## config.mk

```make
export PLATFORM = sky130hd
export DESIGN_NAME = poly_order_picker
export DESIGN_NICKNAME = d
export VERILOG_FILES = /design/src/rtl/popt_pkg.sv /design/src/rtl/popt_horner_stage.sv /design/src/rtl/popt_sq_accum.sv /design/src/rtl/poly_order_picker.sv
export SDC_FILE = /design/constraint.sdc
export NUM_CORES = 2
export LEC_CHECK = 0
export BUFFER_PORTS_ARGS = -buffer_cell sky130_fd_sc_hd__buf_2
export CORE_MARGIN = 4
export CORE_UTILIZATION = 45
export DETAILED_ROUTE_END_ITERATION = 8
export GPL_TIMING_DRIVEN = 0
export HOLD_SLACK_MARGIN = 0.12
export PLACE_DENSITY_LB_ADDON = 0.08
export SLEW_MARGIN = 20
export SYNTH_ARGS = -nofsm -noshare
export SYNTH_HDL_FRONTEND = slang
export SYNTH_SLANG_ARGS = --single-unit
```

## constraint.sdc

```tcl
create_clock -name clk -period 11.9 [get_ports clk]
set_input_delay 2.38 -clock clk [delete_from_list [all_inputs] [get_ports clk]]
set_output_delay 2.38 -clock clk [all_outputs]
set_load 0.005 [all_outputs]
```

## src/rtl/popt_pkg.sv

```systemverilog
package popt_pkg;
  typedef enum logic [2:0] {
    ST_IDLE,
    ST_REQ,
    ST_EVAL,
    ST_CMP,
    ST_DONE
  } popt_state_e;

  localparam int unsigned NUM_ORD  = 3;
  localparam int unsigned NUM_TERM = 4;
endpackage

```

## src/rtl/popt_horner_stage.sv

```systemverilog
module popt_horner_stage #(
  parameter int IW = 6,
  parameter int HW = 15,
  parameter int CW = 12
) (
  input  logic                 clk,
  input  logic                 rst_n,
  input  logic                 in_vld,
  input  logic signed [HW-1:0] in_acc,
  input  logic signed [IW-1:0] in_x,
  input  logic signed [CW-1:0] in_coef,
  output logic                 out_vld,
  output logic signed [HW-1:0] out_acc
);
  localparam int PW = HW + IW;

  logic signed [PW-1:0] prod;

  always_comb prod = PW'(in_acc) * PW'(in_x);

  always_ff @(posedge clk or negedge rst_n) begin
    if (!rst_n) out_vld <= 1'b0;
    else        out_vld <= in_vld;
  end

  always_ff @(posedge clk) begin
    if (in_vld) out_acc <= HW'((prod >>> (IW - 1)) + PW'(in_coef));
  end
endmodule

```

## src/rtl/popt_sq_accum.sv

```systemverilog
module popt_sq_accum #(
  parameter int EW = 12,
  parameter int HW = 15,
  parameter int AW = 28
) (
  input  logic                 clk,
  input  logic                 rst_n,
  input  logic                 clr,
  input  logic                 in_vld,
  input  logic signed [EW-1:0] in_err,
  input  logic signed [HW-1:0] in_y,
  output logic [AW-1:0]        energy,
  output logic                 sat
);
  localparam int RW = ((HW > EW) ? HW : EW) + 1;
  localparam int QW = 2 * RW;
  localparam int SW = ((AW > QW) ? AW : QW) + 1;
  localparam logic [AW-1:0] MAXV = '1;

  logic signed [RW-1:0] resid;
  logic signed [QW-1:0] rx;
  logic signed [QW-1:0] sq;
  logic [SW-1:0]        sum;

  always_comb begin
    resid = RW'(in_err) - RW'(in_y);
    rx    = QW'(resid);
    sq    = rx * rx;
    sum   = SW'(energy) + SW'($unsigned(sq));
  end

  always_ff @(posedge clk or negedge rst_n) begin
    if (!rst_n) begin
      energy <= '0;
      sat    <= 1'b0;
    end else if (clr) begin
      energy <= '0;
      sat    <= 1'b0;
    end else if (in_vld) begin
      if (sat || (sum > SW'(MAXV))) begin
        energy <= MAXV;
        sat    <= 1'b1;
      end else begin
        energy <= AW'(sum);
      end
    end
  end


  no_wrap_chk: assert property (@(posedge clk) disable iff (!rst_n)
    !clr |=> (energy >= $past(energy)));


  sat_sticky_chk: assert property (@(posedge clk) disable iff (!rst_n)
    (sat && !clr) |=> (sat && energy == MAXV));
endmodule

```

## src/rtl/poly_order_picker.sv

```systemverilog
module poly_order_picker
  import popt_pkg::*;
#(
  parameter int IW      = 6,
  parameter int LOG2_NS = 6,
  parameter int EW      = 12,
  parameter int CW      = 12,
  parameter int AW      = 28
) (
  input  logic                    clk,
  input  logic                    rst_n,
  input  logic                    start,
  input  logic [12*CW-1:0]        coefs,
  output logic                    pass_req,
  input  logic                    s_valid,
  output logic                    s_ready,
  input  logic [IW-1:0]           s_idx,
  input  logic signed [EW-1:0]    s_err,
  output logic                    done,
  output logic [1:0]              sel_order,
  output logic [AW-1:0]           sel_mse,
  output logic [4*CW-1:0]         sel_coefs
);
  localparam int HW    = CW + 3;
  localparam int NS    = 2 ** LOG2_NS;
  localparam int CNTW  = LOG2_NS + 1;
  localparam int SETW  = NUM_TERM * CW;
  localparam int NSTG  = NUM_TERM - 1;

  popt_state_e          state;
  logic [1:0]           cur_ord;
  logic [CNTW-1:0]      in_cnt;
  logic [CNTW-1:0]      out_cnt;
  logic [SETW-1:0]      cur_set;
  logic signed [CW-1:0] cur_c [NUM_TERM];
  logic                 accept;

  logic                 vld_p [NSTG+1];
  logic signed [HW-1:0] acc_p [NSTG+1];
  logic signed [IW-1:0] x_p   [NSTG];
  logic signed [EW-1:0] err_p [NSTG+1];

  logic [AW-1:0]        cur_e;
  logic                 cur_sat;
  logic [AW-1:0]        best_e;
  logic                 best_sat;
  logic [1:0]           best_ord;
  logic [SETW-1:0]      best_set;
  logic                 worse;
  logic                 better;
  logic                 pass_end;

  // candidate coefficient set for the order under test
  always_comb begin
    case (cur_ord)
      2'd2:    cur_set = coefs[SETW +: SETW];
      2'd3:    cur_set = coefs[2*SETW +: SETW];
      default: cur_set = coefs[0 +: SETW];
    endcase
  end

  for (genvar k = 0; k < NUM_TERM; k++) begin : g_mask
    assign cur_c[k] = (k <= int'(cur_ord)) ? cur_set[k*CW +: CW] : '0;
  end

  assign s_ready  = (state == ST_EVAL) && (in_cnt < CNTW'(NS));
  assign accept   = s_valid && s_ready;
  assign pass_req = (state == ST_REQ);
  assign done     = (state == ST_DONE);

  // pipeline head: normalized index is the code with its top bit flipped
  assign vld_p[0] = accept;
  assign acc_p[0] = HW'(cur_c[NUM_TERM-1]);
  assign x_p[0]   = {~s_idx[IW-1], s_idx[IW-2:0]};
  assign err_p[0] = s_err;

  for (genvar s = 0; s < NSTG; s++) begin : g_stage
    popt_horner_stage #(.IW(IW), .HW(HW), .CW(CW)) stage_i (
      .clk     (clk),
      .rst_n   (rst_n),
      .in_vld  (vld_p[s]),
      .in_acc  (acc_p[s]),
      .in_x    (x_p[s]),
      .in_coef (cur_c[NUM_TERM-2-s]),
      .out_vld (vld_p[s+1]),
      .out_acc (acc_p[s+1])
    );

    always_ff @(posedge clk) begin
      if (vld_p[s]) err_p[s+1] <= err_p[s];
    end

    if (s < NSTG - 1) begin : g_xdly
      always_ff @(posedge clk) begin
        if (vld_p[s]) x_p[s+1] <= x_p[s];
      end
    end
  end

  popt_sq_accum #(.EW(EW), .HW(HW), .AW(AW)) accum_i (
    .clk    (clk),
    .rst_n  (rst_n),
    .clr    (state == ST_REQ),
    .in_vld (vld_p[NSTG]),
    .in_err (err_p[NSTG]),
    .in_y   (acc_p[NSTG]),
    .energy (cur_e),
    .sat    (cur_sat)
  );

  assign pass_end = vld_p[NSTG] && (out_cnt == CNTW'(NS - 1));

  always_comb begin
    worse  = (cur_sat && !best_sat) || ((cur_sat == best_sat) && (cur_e > best_e));
    better = (!cur_sat && best_sat) || ((cur_sat == best_sat) && (cur_e < best_e));
  end

  always_ff @(posedge clk or negedge rst_n) begin
    if (!rst_n) begin
      state    <= ST_IDLE;
      cur_ord  <= 2'd1;
      in_cnt   <= '0;
      out_cnt  <= '0;
      best_e   <= '0;
      best_sat <= 1'b0;
      best_ord <= 2'd1;
      best_set <= '0;
    end else begin
      case (state)
        ST_IDLE, ST_DONE: begin
          if (start) begin
            state   <= ST_REQ;
            cur_ord <= 2'd1;
          end
        end
        ST_REQ: begin
          in_cnt  <= '0;
          out_cnt <= '0;
          state   <= ST_EVAL;
        end
        ST_EVAL: begin
          if (accept)       in_cnt  <= in_cnt + 1'b1;
          if (vld_p[NSTG])  out_cnt <= out_cnt + 1'b1;
          if (pass_end)     state   <= ST_CMP;
        end
        ST_CMP: begin
          if ((cur_ord == 2'd1) || better) begin
            best_e   <= cur_e;
            best_sat <= cur_sat;
            best_ord <= cur_ord;
            best_set <= cur_set;
          end
          if (((cur_ord != 2'd1) && worse) || (cur_ord == 2'd3)) begin
            state <= ST_DONE;
          end else begin
            cur_ord <= cur_ord + 2'd1;
            state   <= ST_REQ;
          end
        end
        default: state <= ST_IDLE;
      endcase
    end
  end

  assign sel_order = best_ord;
  assign sel_mse   = best_e >> LOG2_NS;
  assign sel_coefs = best_set;


  pass_pulse_chk: assert property (@(posedge clk) disable iff (!rst_n)
    pass_req |=> !pass_req);


  drained_chk: assert property (@(posedge clk) disable iff (!rst_n)
    (state == ST_CMP) |-> ((in_cnt == CNTW'(NS)) && (out_cnt == CNTW'(NS))));


  order_cnt_chk: assert property (@(posedge clk) disable iff (!rst_n)
    (state == ST_EVAL) |-> (out_cnt <= in_cnt));


  busy_start_chk: assert property (@(posedge clk) disable iff (!rst_n)
    (start && (state == ST_EVAL)) |=> (cur_ord == $past(cur_ord)));


  done_hold_chk: assert property (@(posedge clk) disable iff (!rst_n)
    (done && !start) |=> (done && $stable(sel_order) && $stable(sel_mse)
                          && $stable(sel_coefs)));


  order_code_chk: assert property (@(posedge clk) disable iff (!rst_n)
    done |-> (sel_order != 2'd0));


  ready_idle_chk: assert property (@(posedge clk) disable iff (!rst_n)
    (done || pass_req) |-> !s_ready);
endmodule

```

==> key figures <==
Outcome
  – Outcome: complete, no violations

Synth
  – Synth warnings: 0
  – Prevailing post-synth register cell: dfrtp_1
  – Post-Syn Area: between 20,000 and 30,000 um2
  – Post-synth ARST share: 0.586
  – Flops & latches, synth: 222
  – Register area share after synthesis: 0.203
  – Synth top area cells: fa_1 (28%), ha_1 (13%), dfrtp_1 (11%)
  – Yosys top cell area share: 0.276
  – Post-synth EDFFs: 92
  – Largest area contributor in the netlist: fa_1
  – Distinct cells, synth: 76
  – Gate count of the mapped netlist: 3,187
  – Syn_area_per_cell: between 9 and 10 um2

Worst setup path
  – Most frequent CP cell: fa_1
  – Worst Path Max Fanout: 11
  – Reg2reg path depth: 46
  – Worst Setup SP: err_p[0]$_DFFE_PP_
  – Worst r2r src: err_p[0]$_DFFE_PP_
  – CP top delay family: adder cells
  – WP buf/inv: 8
  – Worst EP arrival: 11.67 ns
  – CP Capture Type: flop
  – Slowest stage cell, crit path: fa_1
  – CP Depth: 46
  – Worst setup path class: reg -> reg
  – Worst Path Required: 12.31 ns
  – CP peak stage delay: 0.55 ns
  – Critical path startpoint category: flop

Clock network
  – H-tree Lvls: 1
  – Clock transition at path regs: 0.06 ns
  – CTS Buf Count: 28
  – TritonCTS clock tree: yes
  – Clock sink count: approximately 220
  – CTS Buffer Depth: 3
  – Worst-skew pair later-pin latency: 0.58 ns
  – Cts-stage hold buffer count: 0
  – CTS Root Cell: clkbuf_16

STA
  – Clock Skew: 0.0212 ns
  – Fin crit share: 0.946
  – Setup ws final: 0.642 ns
  – Max Fclk: 0.0888 GHz
  – Tmin final: around 11 ns
  – Slew HR: 0.199
  – Worst-margin pin slew: 1.19 ns
  – Finish-stage setup viols: 0
  – Final hold vios: 0
  – Final Max Tran Viols: 0

Layout
  – Share of layout cells above drive strength 1: 0.119
  – Fin cells: roughly 4,400
  – Fin util: 0.510
  – Total Nets Final: 4,344
  – Area Overhead vs Synth: 11.7%

Global route
  – Grt met2 use: 0.386
  – Busiest grt layer: met2
  – Total gr overflow: 0
  – Pin count of the biggest net entering global routing: 85
  – Antenna violations before repair: 4
  – Met1 Usage GRT: 0.307
  – Met3 Usage GRT: 0.0409
  – All-layer global routing usage: 0.233
  – First-pass GRT wire length: 131 mm
  – Vias in the first global route: 24,600

Routing
  – Remaining DRCs: 0
  – DR vias: 22,900
  – WL per Instance: 18.5 um
  – Via density: approximately 5.3
  – Initial DRT Pass Iterations: 5
  – Initial DRC count: 1,263
  – Antenna Nets Post-Route: 0
  – Routed Wire Length: 80.7 mm

Place
  – GP Congestion: 0.892
  – Pre-CTS setup slack: 0.0506 ns
  – # port buffers: 240
  – Post-DP HPWL: 67.4 mm
  – Post-placement cell count: 4,289

Die
  – Core region area: 64,800 um2
  – Initial Util: 0.457
  – Die width: 265 um
  – Die Area: roughly 70,000 um2
  – Cell Rows: 93
  – DIE HEIGHT: 265 um
  – Ports: 247

Hold path
  – HP Class: reg -> reg
  – Hold Crit Start: err_p[23]$_DFFE_PP_
  – Hold Path Depth: 0

Flow run
  – MaxCap Viol Count: 0
==> synth_stat cells (12+ instances only) <==
cell type,n
a21o_1,58
a21oi_1,167
a22o_1,27
a22oi_1,21
a31oi_1,37
and2_1,44
and3_1,12
buf_4,28
clkbuf_1,76
dfrtp_1,128
edfxtp_1,92
fa_1,408
ha_1,300
inv_1,550
mux2_2,24
nand2_1,370
nand2b_1,39
nand3_1,17
nand4_1,12
nor2_1,219
nor2b_1,46
nor3_1,32
o21a_1,23
o21ai_0,127
or2_2,18
xnor2_1,127
xor2_1,41
==> path summary, 6_finish.rpt <==
path                       slack [ns]                             end
max in group asynchronous        9.32       sel_coefs[29]$_DFFE_PN0P_
max                              0.64  accum_i.energy[25]$_DFFE_PN0P_
max reg2reg                      0.64  accum_i.energy[25]$_DFFE_PN0P_
min reg2reg                      0.42             err_p[11]$_DFFE_PP_
min                              0.42             err_p[11]$_DFFE_PP_
min in group asynchronous        1.74  accum_i.energy[15]$_DFFE_PN0P_
==> per-stage QoR <==
| step | instance area (um2) | hold WS, ns | TNS, ns |
|---|---|---|---|
| final | 33100 | 0.417 | 0 |
| after global routing | 33100 | 0.425 | -0.00263 |
| after detailed placement | 32000 | 0.405 | 0 |
| after CTS | 32900 | 0.420 | 0 |
| after global placement | 31900 | 0.406 | 0 |
| after floorplan | 29600 | 0.400 | 0 |
==> layer usage <==
layer | up-vias | share of wire
met2 | 582 | 0.47
met3 | 149 | 0.057
met4 | 0 | 0.043
met5 | - | 0
li1 | 10800 | -
met1 | 11300 | 0.43
==> cells by family (layout without fill, tap and decap cells) <==
logic type      after synthesis  count (layout)  share of synthesized area
simple gates                842             842                      0.128
fa+ha+maj                   708             708                      0.403
buf+inv                     670             970                     0.0892
compound gates              549             549                      0.117
flops                       222             222                      0.203
xor+xnor                    169             169                     0.0505
mux                          26              26                    0.00980
other cells                   1              10                   0.000127
==> cells in the final DEF, fill, tap and decap left out, types with 11 or more instances in the layout <==
| master | Yosys | layout |
|---|---|---|
| nand4_1 | 12 | 12 |
| nor2_1 | 219 | 218 |
| buf_2 | 5 | 244 |
| and3_1 | 12 | 12 |
| and2_1 | 44 | 44 |
| nand2_1 | 370 | 370 |
| o21bai_1 | 11 | 11 |
| nand2b_1 | 39 | 39 |
| fa_1 | 408 | 408 |
| clkbuf_16 | 0 | 28 |
| ha_1 | 300 | 300 |
| edfxtp_1 | 92 | 92 |
| o21ai_0 | 127 | 126 |
| dfrtp_1 | 128 | 126 |
| a22oi_1 | 21 | 21 |
| a21o_1 | 58 | 58 |
| a22o_1 | 27 | 27 |
| nor2b_1 | 46 | 45 |
| clkbuf_1 | 76 | 75 |
| buf_4 | 28 | 35 |
| nand3_1 | 17 | 17 |
| a21oi_1 | 167 | 166 |
| inv_1 | 550 | 547 |
| mux2_2 | 24 | 24 |
| xnor2_1 | 127 | 124 |
| a31oi_1 | 37 | 36 |
| or2_2 | 18 | 18 |
| o21a_1 | 23 | 23 |
| nor3_1 | 32 | 32 |
| xor2_1 | 41 | 37 |
==> layout make-up <==
class | instances | area, um2
Fill cell | 6092 | 31700
Multi-Input combinational cell | 2300 | 21100
Sequential cell | 222 | 6020
Inverter | 553 | 2080
Timing Repair Buffer | 249 | 1310
Tap cell | 855 | 1070
Clock buffer | 42 | 793
Buffer | 116 | 582
Clock inverter | 10 | 124
Antenna cell | 4 | 10.0
==> state kept, by name, indices dropped and copies added (netlist names) <==
signal	flops
err_p	36
in_cnt	7
best_e	28
best_sat	1
cur_ord	2
g_stage.stage_i.out_acc	44
accum_i.energy	28
sel_coefs	48
g_stage.stage_i.out_vld	3
state	3
sel_order	2
accum_i.sat	1
out_cnt	7
x_p	12
==> repair_timing <==
item	4_1_cts	5_1_grt
resized for setup	1	30
pin swaps	0	4
setup endpoints to repair	10	29
buffers inserted	0	7
Power is left out: the tool's default activity adds up to more than one toggle a clock period on the data nets, which glitch-free logic cannot reach.
